$ cat src/rtl/tile_pipe_pkg.sv
package tile_pipe_pkg;
  // loop slots inside the index nest, innermost first
  localparam int LOOP_N = 0;
  localparam int LOOP_K = 1;
  localparam int LOOP_M = 2;
  localparam int NUM_LOOPS = 3;

  typedef enum logic [3:0] {
    ST_IDLE,
    ST_PRO_DMA,
    ST_PRO_WAIT,
    ST_ISSUE,
    ST_WGT,
    ST_RUN,
    ST_ACC_WAIT,
    ST_DMA_WAIT,
    ST_FIN
  } seq_state_e;
endpackage

$ cat src/rtl/tile_loop_idx.sv
module tile_loop_idx #(
  parameter int DIM_W = 16,
  parameter int P     = 16,
  parameter int LOOPS = 3
) (
  input  logic                        clk,
  input  logic                        rst,
  input  logic                        clr,
  input  logic                        adv,
  input  logic [LOOPS-1:0][DIM_W-1:0] lim,
  output logic [LOOPS-1:0][DIM_W-1:0] idx,
  output logic [LOOPS-1:0]            last
);
  localparam int ALIGN = $clog2(P);

  logic [LOOPS:0] carry;
  assign carry[0] = adv;

  for (genvar d = 0; d < LOOPS; d++) begin : g_loop
    logic [DIM_W:0] nxt;
    assign nxt        = {1'b0, idx[d]} + (DIM_W+1)'(P);
    assign last[d]    = nxt >= {1'b0, lim[d]};
    assign carry[d+1] = carry[d] & last[d];

    always_ff @(posedge clk) begin
      if (rst || clr)
        idx[d] <= '0;
      else if (carry[d])
        idx[d] <= last[d] ? '0 : nxt[DIM_W-1:0];
    end


    idx_bound_chk: assert property (@(posedge clk) disable iff (rst)
      (lim[d] != '0) |-> (idx[d] < lim[d] && idx[d][ALIGN-1:0] == '0));
  end
endmodule

$ cat src/rtl/tile_stall_cnt.sv
module tile_stall_cnt #(
  parameter int CNT_W = 32
) (
  input  logic             clk,
  input  logic             rst,
  input  logic             clr,
  input  logic             en,
  output logic [CNT_W-1:0] cnt
);
  localparam logic [CNT_W-1:0] TOP = '1;

  always_ff @(posedge clk) begin
    if (rst || clr)
      cnt <= '0;
    else if (en && cnt != TOP)
      cnt <= cnt + 1'b1;
  end


  stall_inc_chk: assert property (@(posedge clk) disable iff (rst)
    (en && !clr && cnt != TOP) |=> cnt == $past(cnt) + 1'b1);

  stall_hold_chk: assert property (@(posedge clk) disable iff (rst)
    (!en && !clr) |=> $stable(cnt));
endmodule

$ cat src/rtl/tile_seq_fsm.sv
module tile_seq_fsm
  import tile_pipe_pkg::*;
(
  input  logic clk,
  input  logic rst,
  input  logic start,
  input  logic dim_zero,
  input  logic dma_done,
  input  logic acc_done,
  input  logic last_n,
  input  logic last_k,
  input  logic last_m,
  output logic accept,
  output logic adv,
  output logic dma_start,
  output logic dma_ahead,
  output logic dma_bank,
  output logic wgt_load,
  output logic acc_start,
  output logic cur_bank,
  output logic busy,
  output logic done,
  output logic stall_en
);
  seq_state_e st, st_nx;
  logic       bank_q, bank_nx;

  always_comb begin
    st_nx   = st;
    bank_nx = bank_q;
    case (st)
      ST_IDLE:     if (start) begin
                     st_nx   = dim_zero ? ST_FIN : ST_PRO_DMA;
                     bank_nx = 1'b0;
                   end
      ST_PRO_DMA:  st_nx = ST_PRO_WAIT;
      ST_PRO_WAIT: if (dma_done) st_nx = ST_ISSUE;
      ST_ISSUE:    st_nx = ST_WGT;
      ST_WGT:      st_nx = ST_RUN;
      ST_RUN:      st_nx = ST_ACC_WAIT;
      ST_ACC_WAIT: if (acc_done) st_nx = ST_DMA_WAIT;
      ST_DMA_WAIT: if (dma_done) begin
                     bank_nx = ~bank_q;
                     if (!last_n)
                       st_nx = ST_ISSUE;
                     else if (!(last_k && last_m)) begin
                       st_nx   = ST_PRO_DMA;
                       bank_nx = 1'b0;
                     end else
                       st_nx = ST_FIN;
                   end
      ST_FIN:      st_nx = ST_IDLE;
      default:     st_nx = ST_IDLE;
    endcase
  end

  always_ff @(posedge clk) begin
    if (rst) begin
      st     <= ST_IDLE;
      bank_q <= 1'b0;
    end else begin
      st     <= st_nx;
      bank_q <= bank_nx;
    end
  end

  assign accept    = (st == ST_IDLE) && start;
  assign adv       = (st == ST_DMA_WAIT) && dma_done;
  assign dma_ahead = (st == ST_ISSUE);
  assign dma_start = (st == ST_PRO_DMA) || (dma_ahead && !last_n);
  assign dma_bank  = dma_ahead ? ~bank_q : bank_q;
  assign wgt_load  = (st == ST_WGT);
  assign acc_start = (st == ST_RUN);
  assign cur_bank  = bank_q;
  assign busy      = (st != ST_IDLE) && (st != ST_FIN);
  assign done      = (st == ST_FIN);
  assign stall_en  = (st == ST_DMA_WAIT) && !dma_done;


  wgt_before_run_chk: assert property (@(posedge clk) disable iff (rst)
    acc_start |-> $past(wgt_load));

  advance_gate_chk: assert property (@(posedge clk) disable iff (rst)
    adv |-> (dma_done && acc_done));

  done_pulse_chk: assert property (@(posedge clk) disable iff (rst)
    done |=> !done);

  busy_fall_chk: assert property (@(posedge clk) disable iff (rst)
    $fell(busy) |-> done);
endmodule

$ cat src/rtl/tile_pipe_seq.sv
module tile_pipe_seq
  import tile_pipe_pkg::*;
#(
  parameter int DIM_W = 16,
  parameter int P     = 16,
  parameter int CNT_W = 32
) (
  input  logic             clk,
  input  logic             rst,
  input  logic             start,
  input  logic [DIM_W-1:0] dim_m,
  input  logic [DIM_W-1:0] dim_n,
  input  logic [DIM_W-1:0] dim_k,
  output logic             busy,
  output logic             done,
  output logic             dma_start,
  output logic             dma_bank,
  output logic [DIM_W-1:0] dma_row,
  output logic [DIM_W-1:0] dma_col,
  input  logic             dma_done,
  output logic             wgt_load,
  output logic [DIM_W-1:0] wgt_col,
  output logic [DIM_W-1:0] wgt_depth,
  output logic             acc_start,
  output logic             acc_bank,
  output logic [DIM_W-1:0] acc_row,
  output logic [DIM_W-1:0] acc_col,
  output logic [DIM_W-1:0] acc_depth,
  input  logic             acc_done,
  output logic [CNT_W-1:0] stall_cycles
);
  logic [NUM_LOOPS-1:0][DIM_W-1:0] lim_q, idx;
  logic [NUM_LOOPS-1:0]            last;
  logic accept, adv, dma_ahead, stall_en, dim_zero;

  assign dim_zero = (dim_m == '0) || (dim_n == '0) || (dim_k == '0);

  always_ff @(posedge clk) begin
    if (rst)
      lim_q <= '0;
    else if (accept) begin
      lim_q[LOOP_N] <= dim_n;
      lim_q[LOOP_K] <= dim_k;
      lim_q[LOOP_M] <= dim_m;
    end
  end

  tile_loop_idx #(.DIM_W(DIM_W), .P(P), .LOOPS(NUM_LOOPS)) u_idx (
    .clk(clk), .rst(rst), .clr(accept), .adv(adv),
    .lim(lim_q), .idx(idx), .last(last)
  );

  tile_seq_fsm u_fsm (
    .clk(clk), .rst(rst), .start(start), .dim_zero(dim_zero),
    .dma_done(dma_done), .acc_done(acc_done),
    .last_n(last[LOOP_N]), .last_k(last[LOOP_K]), .last_m(last[LOOP_M]),
    .accept(accept), .adv(adv), .dma_start(dma_start), .dma_ahead(dma_ahead),
    .dma_bank(dma_bank), .wgt_load(wgt_load), .acc_start(acc_start),
    .cur_bank(acc_bank), .busy(busy), .done(done), .stall_en(stall_en)
  );

  tile_stall_cnt #(.CNT_W(CNT_W)) u_stall (
    .clk(clk), .rst(rst), .clr(accept), .en(stall_en), .cnt(stall_cycles)
  );

  assign dma_row   = idx[LOOP_M];
  assign dma_col   = dma_ahead ? idx[LOOP_N] + DIM_W'(P) : idx[LOOP_N];
  assign wgt_col   = idx[LOOP_N];
  assign wgt_depth = idx[LOOP_K];
  assign acc_row   = idx[LOOP_M];
  assign acc_col   = idx[LOOP_N];
  assign acc_depth = idx[LOOP_K];


  ahead_bank_chk: assert property (@(posedge clk) disable iff (rst)
    (dma_start && dma_ahead) |-> (dma_bank != acc_bank));

  engine_idle_chk: assert property (@(posedge clk) disable iff (rst)
    (dma_start |-> dma_done) and (acc_start |-> acc_done));
endmodule

$ cat config.mk
export PLATFORM = sky130hd
export DESIGN_NAME = tile_pipe_seq
export DESIGN_NICKNAME = d
export VERILOG_FILES = /design/src/rtl/tile_pipe_pkg.sv /design/src/rtl/tile_loop_idx.sv /design/src/rtl/tile_stall_cnt.sv /design/src/rtl/tile_seq_fsm.sv /design/src/rtl/tile_pipe_seq.sv
export SDC_FILE = /design/constraint.sdc
export NUM_CORES = 1
export LEC_CHECK = 0
export CAP_MARGIN = 5
export CORE_ASPECT_RATIO = 0.9
export CORE_MARGIN = 4
export CORE_UTILIZATION = 50
export DETAILED_ROUTE_END_ITERATION = 8
export PLACE_DENSITY = 0.85
export SLEW_MARGIN = 0
export SYNTH_ARGS = -nofsm -noshare
export SYNTH_HDL_FRONTEND = slang
export SYNTH_SLANG_ARGS = --single-unit
$ cat constraint.sdc
create_clock -name clk -period 10.3 [get_ports clk]
set_clock_uncertainty 0.05 [all_clocks]
set_input_delay 2.575 -clock clk [delete_from_list [all_inputs] [get_ports clk]]
set_output_delay 2.575 -clock clk [all_outputs]
set_load 0.02 [all_outputs]
-- Yosys cells after proc, flatten, opt, wreduce, memory -nomap -nowiden
Index checks and enable logic that the tools add are counted.
- reduce and logical (&&, ||, !) cells: 21
- equality and inequality tests: 14
- $lt $le $gt $ge: 3
- bitwise logic cells: 3
- multiplexer cells: 18
- add/subtract/negate cells: 5
- operator list (kind ; count):
    2-to-1 mux 16 bit ; 4
    adder 16 x 5 -> 17 bit, second input constant ; 3
    greater-or-equal comparator 17 x 16 -> 1 bit ; 3
    logical NOT 16 bit ; 3
    adder 32 x 1 -> 32 bit, second input constant ; 1
    != test 32 bit, second input constant ; 1
    case mux 4 bit (8 select lines) ; 1
    2-to-1 mux 4 bit ; 7
    adder 16 x 5 -> 16 bit, second input constant ; 1
    == test 4 x 3 -> 1 bit, second input constant ; 4
    == test 4 x 2 -> 1 bit, second input constant ; 2
    != test 2 bit, second input constant ; 4
    logical AND 1 bit ; 7
    2-to-1 mux 1 bit ; 5
    == test 4 x 1 -> 1 bit, second input constant ; 1
    == test 4 bit, second input constant ; 1
    logical NOT 4 bit ; 1
    logical OR 1 bit ; 4
    != test 4 bit, second input constant ; 1
    AND reduction 4 bit ; 1
    nonzero test 4 bit ; 1
    AND reduction 3 bit ; 1
    AND 1 bit ; 2
    logical NOT 1 bit ; 2
    3 further kinds ; 3
- bits in registers: 133

-- Longest topological paths before layout
Gate-level depths: netlist (run 1).
- depth in word-level cells: 7
- depth in mapped cells: 17

-- Modules after synthesis
From an unflattened synthesis (run 1), not the netlist that was laid out.
- cells, all modules: 902
- area total of the unflattened synthesis: 7678.6 um2
- modules (own cells, without submodules) (module ; seq. area each (um2) ; cells each ; area each (um2) ; instances):
    tile_loop_idx ; 720.7 ; 407 ; 3135.5 ; 1
    tile_pipe_seq ; 960.9 ; 254 ; 2412.3 ; 1
    tile_stall_cnt ; 640.6 ; 189 ; 1681.6 ; 1
    tile_seq_fsm ; 100.1 ; 52 ; 449.2 ; 1

-- Worst setup path after synthesis (run 1)
OpenSTA, ideal clock, no wires.
- kind: flip-flop to output port
- start: register u_idx.idx[6] in the netlist's numbering
- end: output port dma_start
- slack: 3.492 ns
- data required time: 7.675 ns
- arrival: 4.183 ns
- cell stages (with the launch flop): 16
- path through: dfxtp_1 -> buf_4 -> nand3_2 -> nor2_2 -> and3_1 -> and3_1 -> buf_4 -> nand3_1 -> xnor2_1 -> ha_1 -> and3_1 -> and4_1 -> a211oi_1 -> o21ai_2 -> clkbuf_1 -> a2111oi_0
- longest elaborated chain between the ends: 5
- ends and longest elaborated chain (item ; RTL line ; source):
    start: declaration ; tile_loop_idx.sv:11 ; output logic [LOOPS-1:0][DIM_W-1:0] idx,
    start signal: indexed assignment ; tile_loop_idx.sv:29 ; idx[d] <= last[d] ? '0 : nxt[DIM_W-1:0];
    adder 16 x 5 -> 17 bit ; tile_loop_idx.sv:21 ; assign nxt = {1'b0, idx[d]} + (DIM_W+1)'(P);
    greater-or-equal comparator 17 x 16 -> 1 bit ; tile_loop_idx.sv:22 ; assign last[d] = nxt >= {1'b0, lim[d]};
    logical NOT 1 bit ; -- ;
    logical AND 1 bit ; tile_seq_fsm.sv:70 ; assign dma_start = (st == ST_PRO_DMA) || (dma_ahead && !last_n);
    logical OR 1 bit ; tile_seq_fsm.sv:70 ;
    end: declaration ; tile_pipe_seq.sv:16 ; output logic dma_start,
No other way between the ends.

-- Worst setup path after layout (run 1)
- start: register u_idx.idx[4] in the netlist's numbering
- end: output port dma_start
Same word-level chain as after synthesis.

==> flow_summary.ini, run 1 <==
[cells_and_area]
antennaDiodeCount = 0
multi_input_area_sq_mm = 0.004227
regArea_sq_mm = 0.002422
area_growth_syn_to_layout_pct = 27.07
final_cell_mix = 174 x clkdlybuf4s50_1, 148 x nand2_1, 121 x dfxtp_1
finalNetCount = 1158
final_common_cell = clkdlybuf4s50_1
layout-drive-gt1-share_pct = 5.380
fillers = 1223
fin_util_pct = 65.86
layoutNonFillerInstCount = 1271

[floorplan]
fp-row-count = 41
die-height_microns = 123.4
dieArea_sq_mm = 0.01680
die_w_microns = 136.2
start_util_pct = 51.83
core_sq_mm = 0.01426
io_pins = 204

[worst_setup_path]
crit_type = reg -> out
r2r_setup_slack_ps = 5860
cp.required_ps = 7680
endpoint_kind = output pin
path_max_fanout = 17
critPathArrivalTime_ps = 4820
start_kind = flip-flop

[clock_tree]
postCtsResizedCells = 0
clkLatencyLatePin_ps = 430
clock_path_buffers = 2
clk_pin_slew_ps = 50
htree_levels = 4
cts_tree = built
cts_made_buffers = 17
cts_hold_buf = 0
cts_setup_buffers = 0
root_buffer = clkbuf_16
cts.sinks = 121

[synth]
syn_avg_cell_area_sq_um = 7.781
postSynthCellCount = 950
yosysWarnings = 0
async_flop_share_pct = 0
synth_edf_count = 0
synth.distinct_cells = 69
synth_area_sq_mm = 0.007392
seq_area_frac_synth_pct = 32.77
synth_ff_type = dfxtp_1
ys_ff_latch = 121

[detailed_routing]
ant_nets = 0
wl_per_cell_microns = 15.84
routed_wl_microns = 20130
drc_errors = 0
vias_per_cell = 5.515
vias = 7009
first_pass_iters = 5
drt_first_iter_violations = 410

[sta]
tns_ps = 0
final-setup-viol-count = 0
rsz0062_at_grt = false
slew-limit-headroom_pct = 33.47
finalHoldViolations = 0
drv_slew = 0
min_period_ps = 7445
setup_ws_ps = 2855
fmax_mhz = 134.3
tightest_slew_ps = 998.0
fin_crit_sh_pct = 72.28
whs_ps = 402.5

[power]
power.switching_mw = 0.3646
p_seq_share_pct = 39.9
power_frac_clock_pct = 44.0
power_density_mw_per_mm2 = 133.7
p_leak_nw = 3.513
swShare_pct = 29.04
ir_drop_mv = 0.1329
p_int_mw = 0.8910
pwr-share-comb_pct = 16.1

[global_route]
overflow = 0
gr-usage-all-layers_pct = 23.87
grt_antenna_before_repair = 0
first_global_vias = 6686
grt_max_degree = 58
grt_pass1_wl_microns = 32310

[placement]
pre_cts_ws_ps = 3409
place_inst = 1239
dp_hpwl_microns = 14800
io_buffers = 175
place.gp.congestion = 0.9089

[run]
max_cap_viol_count = 0

[worst_hold_path]
hp-class = reg -> reg

[status]
status = completed
==> cell type report <==
type	count	area share, %
clock inverters	12	1.092
clock buffers	20	4.756
well taps	193	2.571
multi-input cells	699	45.00
inverters	47	1.878
repair buffers	179	18.92
flip-flops and latches	121	25.79
==> power groups by stage <==
stage          Clock (mW)  Sequential (mW)  Combinational [mW]
3_3_place_gp            0            0.510               0.197
2_1_floorplan           0            0.505               0.150
3_5_place_dp            0            0.511               0.200
6_report            0.552            0.501               0.202
4_1_cts             0.558            0.501               0.201
5_1_grt             0.582            0.503               0.223
==> critical path: stages, from the launching register on <==
cell             delay, ps
dfxtp_1                460
ha_1                   310
nand3_1                160
nor2_1                 330
nand3_1                260
nor2_1                 310
xor2_1                 180
ha_1                   260
and3_1                 180
and4_1                 170
a211oi_1               350
o21ai_2                300
a2111oi_0              460
clkdlybuf4s50_1        680
==> synth_stat cells, drive strengths merged (5+ instances only) <==
| library cell | count | share of area (%) |
|---|---|---|
| a211oi | 7 | 0.71 |
| a21o | 5 | 0.51 |
| a21oi | 92 | 6.4 |
| and3 | 19 | 1.6 |
| and4 | 9 | 1.1 |
| buf | 77 | 7.5 |
| clkbuf | 33 | 1.7 |
| dfxtp | 121 | 33 |
| ha | 40 | 6.8 |
| inv | 46 | 2.3 |
| nand2 | 149 | 7.6 |
| nand3 | 41 | 3.1 |
| nand3b | 13 | 1.3 |
| nand4 | 23 | 2.0 |
| nor2 | 69 | 3.5 |
| nor3 | 14 | 1.2 |
| nor4 | 16 | 1.6 |
| o21ai | 44 | 3.0 |
| o31ai | 10 | 1.2 |
| or3 | 11 | 0.93 |
| xnor2 | 24 | 2.8 |
| xor2 | 40 | 4.7 |
==> state kept, by name (all words and copies together) (netlist names) <==
register / cells
lim_q: 48
u_fsm.cur_bank: 1
u_idx.idx: 36
u_fsm.st: 4
u_stall.cnt: 32
==> metrics by stage <==
stage,power [mW],instance area [sq um]
after floorplan,0.6542,7493
after global placement,0.7067,8843
after detailed placement,0.7106,8843
after CTS,1.260,9393
after global routing,1.308,9393
final,1.256,9393
==> cells by family after synthesis <==
kind of cell             count (synthesis)  synth area share [%]
AND/OR/NAND/NOR                        384                 26.35
flip-flops                             121                 32.77
adder cells (fa/ha/maj)                 40                 6.770
XOR/XNOR                                64                 7.583
AO/OA/AOI/OAI                          182                 14.79
buffers and inverters                  157                 11.54
multiplexers                             1                0.1354
other                                    1               0.05073
==> layer usage <==
| layer | global-route usage [%] | up-vias | part of all wire (%) |
|---|---|---|---|
| met5 | 0 | - | 0 |
| met3 | 7.364 | 21 | 8.6 |
| met4 | 6.234 | 0 | 1.1 |
| met2 | 38.06 | 287 | 46 |
| li1 | - | 3435 | - |
| met1 | 31.55 | 3266 | 44 |
==> worst paths after layout <==
kind	from	to	cells past startpoint
worst max-delay path	u_idx.idx[4]	dma_start	13
worst min-delay path	lim_q[16]	lim_q[16]	2
worst max register to register	u_idx.idx[4]	u_idx.idx[30]	13
worst min register to register	lim_q[16]	lim_q[16]	2
Power figures use the tool's default switching activity.
==> run 2, diff against run 1 <==
Settings changed: CORE_UTILIZATION 50 to 49, PLACE_DENSITY 0.85 to 0.83.
Clock period 10.3 ns to 7.56 ns, I/O delays scaled along.
==> run 2 against run 1 <==
Effect of this change:
- global-route usage shrank 1.6 points
- first-iteration DRC count grew 14%
- cell count grew 0.39%
- sequential power grew 36%
- utilization shrank 2.1 points
==> flow_summary.ini, run 2 (same netlist as run 1, synthesis figures left out) <==
[cells_and_area]
final_cell_mix = 174 x clkdlybuf4s50_1, 148 x nand2_1, 121 x dfxtp_1
layout-drive-gt1-share_pct = 5.380
top_regs = lim_q (48), u_idx.idx (36), u_stall.cnt (32)
antennaDiodeCount = 0
largest_register_ffs = 48
regMostFlops = lim_q
finalNetCount = 1158
final_common_cell = clkdlybuf4s50_1
area_growth_syn_to_layout_pct = 27.45
fillers = 1311
postLayoutCellArea_sq_mm = 0.009422

[global_route]
grt_pass1_wl_microns = 31040
grt_max_degree = 54
gr-usage-all-layers_pct = 22.24
overflow = 0
first_global_vias = 6378
grt_antenna_before_repair = 0

[clock_tree]
cts.sinks = 121
postCtsResizedCells = 0
cts_setup_buffers = 0
root_buffer = clkbuf_16
cts_tree = built
cts_made_buffers = 17
cts_hold_buf = 0
clkLatencyLatePin_ps = 420
clk_pin_slew_ps = 50
clock_path_buffers = 2
htree_levels = 4

[worst_setup_path]
path_max_fanout = 17
crit_type = reg -> out
reg2reg_from = u_idx.idx[6]
critPathArrivalTime_ps = 4890
start_kind = flip-flop
ff2ff_path_depth = 13
cp.required_ps = 5620
r2r-end = u_idx.idx[30]
endpoint_kind = output pin
r2r_setup_slack_ps = 3140

[sta]
drv_slew = 0
setup_ws_ps = 733.4
fmax_mhz = 146.5
fin_crit_sh_pct = 90.30
tightest_slew_ps = 1113
slew-limit-headroom_pct = 25.46
min_period_ps = 6827
whs_ps = 397.2
rsz0062_at_grt = false
final-setup-viol-count = 0
tns_ps = 0
finalHoldViolations = 0

[detailed_routing]
wl_met3_microns = 1446
vias_per_cell = 5.422
wl_per_cell_microns = 15.06
ant_nets = 0
vias = 6918
first_pass_iters = 5
wl_met2_microns = 9116
top_layer = met4
drc_errors = 0
wl_met1_microns = 8393
drt_first_iter_violations = 467
routed_wl_microns = 19220

[placement]
io_buffers = 175
dp_hpwl_microns = 13960
place.gp.congestion = 0.8770
place_area_sq_mm = 0.008850
pre_cts_ws_ps = 1307

[run]
max_cap_viol_count = 0

[worst_hold_path]
hold_depth = 2
holdPathEnd = lim_q[18]
hp-class = reg -> reg
hp-start = lim_q[18]

[power]
power_density_mw_per_mm2 = 184.4
p_leak_nw = 3.528
ir_drop_mv = 0.1580

[floorplan]
die-height_microns = 124.5
fp-row-count = 42
dieArea_sq_mm = 0.01712
io_pins = 204
core_sq_mm = 0.01477
die_w_microns = 137.5
start_util_pct = 50.06

[status]
status = completed
-- run 2: area by class of cell --
cell class	instances	area [sq um]	share of cell area [%]
clock buffers	20	446.7	4.741
inverters	47	176.4	1.873
repair buffers	179	1777	18.86
clock inverters	12	125.1	1.328
flip-flops and latches	121	2422	25.71
multi-input cells	699	4227	44.86
well taps	198	247.7	2.629
-- run 2: stage by stage --
stage | utilization (%) | std cells | total power, mW
finish | 63.80 | 1276 | 1.737
global route | 63.80 | 1276 | 1.809
CTS | 63.80 | 1276 | 1.746
detailed placement | 59.93 | 1244 | 0.9640
global placement | 59.93 | 1244 | 0.9586
floorplan | - | 977 | 0.8913
-- run 2: power breakdown --
| part | switching, mW | total (mW) | internal (mW) |
|---|---|---|---|
| clock | 0.292 | 0.783 | 0.491 |
| combinational | 0.178 | 0.272 | 0.0933 |
| sequential | 0.0183 | 0.682 | 0.664 |
-- run 2: worst max-delay path by stage --
stage,start,cells past startpoint,endpoint
after CTS,u_idx.idx[6],13,dma_start
after floorplan,u_idx.idx[6],15,dma_start
after global routing,u_idx.idx[6],13,dma_start
after detailed placement,u_idx.idx[6],13,dma_start
final,u_idx.idx[6],13,dma_start
after global placement,u_idx.idx[6],13,dma_start
-- run 2: critical path: stages (launching register included) --
cell and delay (ps):
dfxtp_1 540, nand3_2 200, nor2_2 210, and3_1 280, and3_1 310, nand3_1 180
xnor2_1 240, ha_1 280, and3_1 210, and4_1 170, a211oi_1 330, o21ai_2 280
a2111oi_0 530, clkdlybuf4s50_1 700
-- run 2: routing by layer --
metal,vias to the layer above,global-route usage (%)
li1,3431,-
met1,3199,29.96
met2,269,35.19
met3,19,4.766
met4,0,7.336
met5,-,0
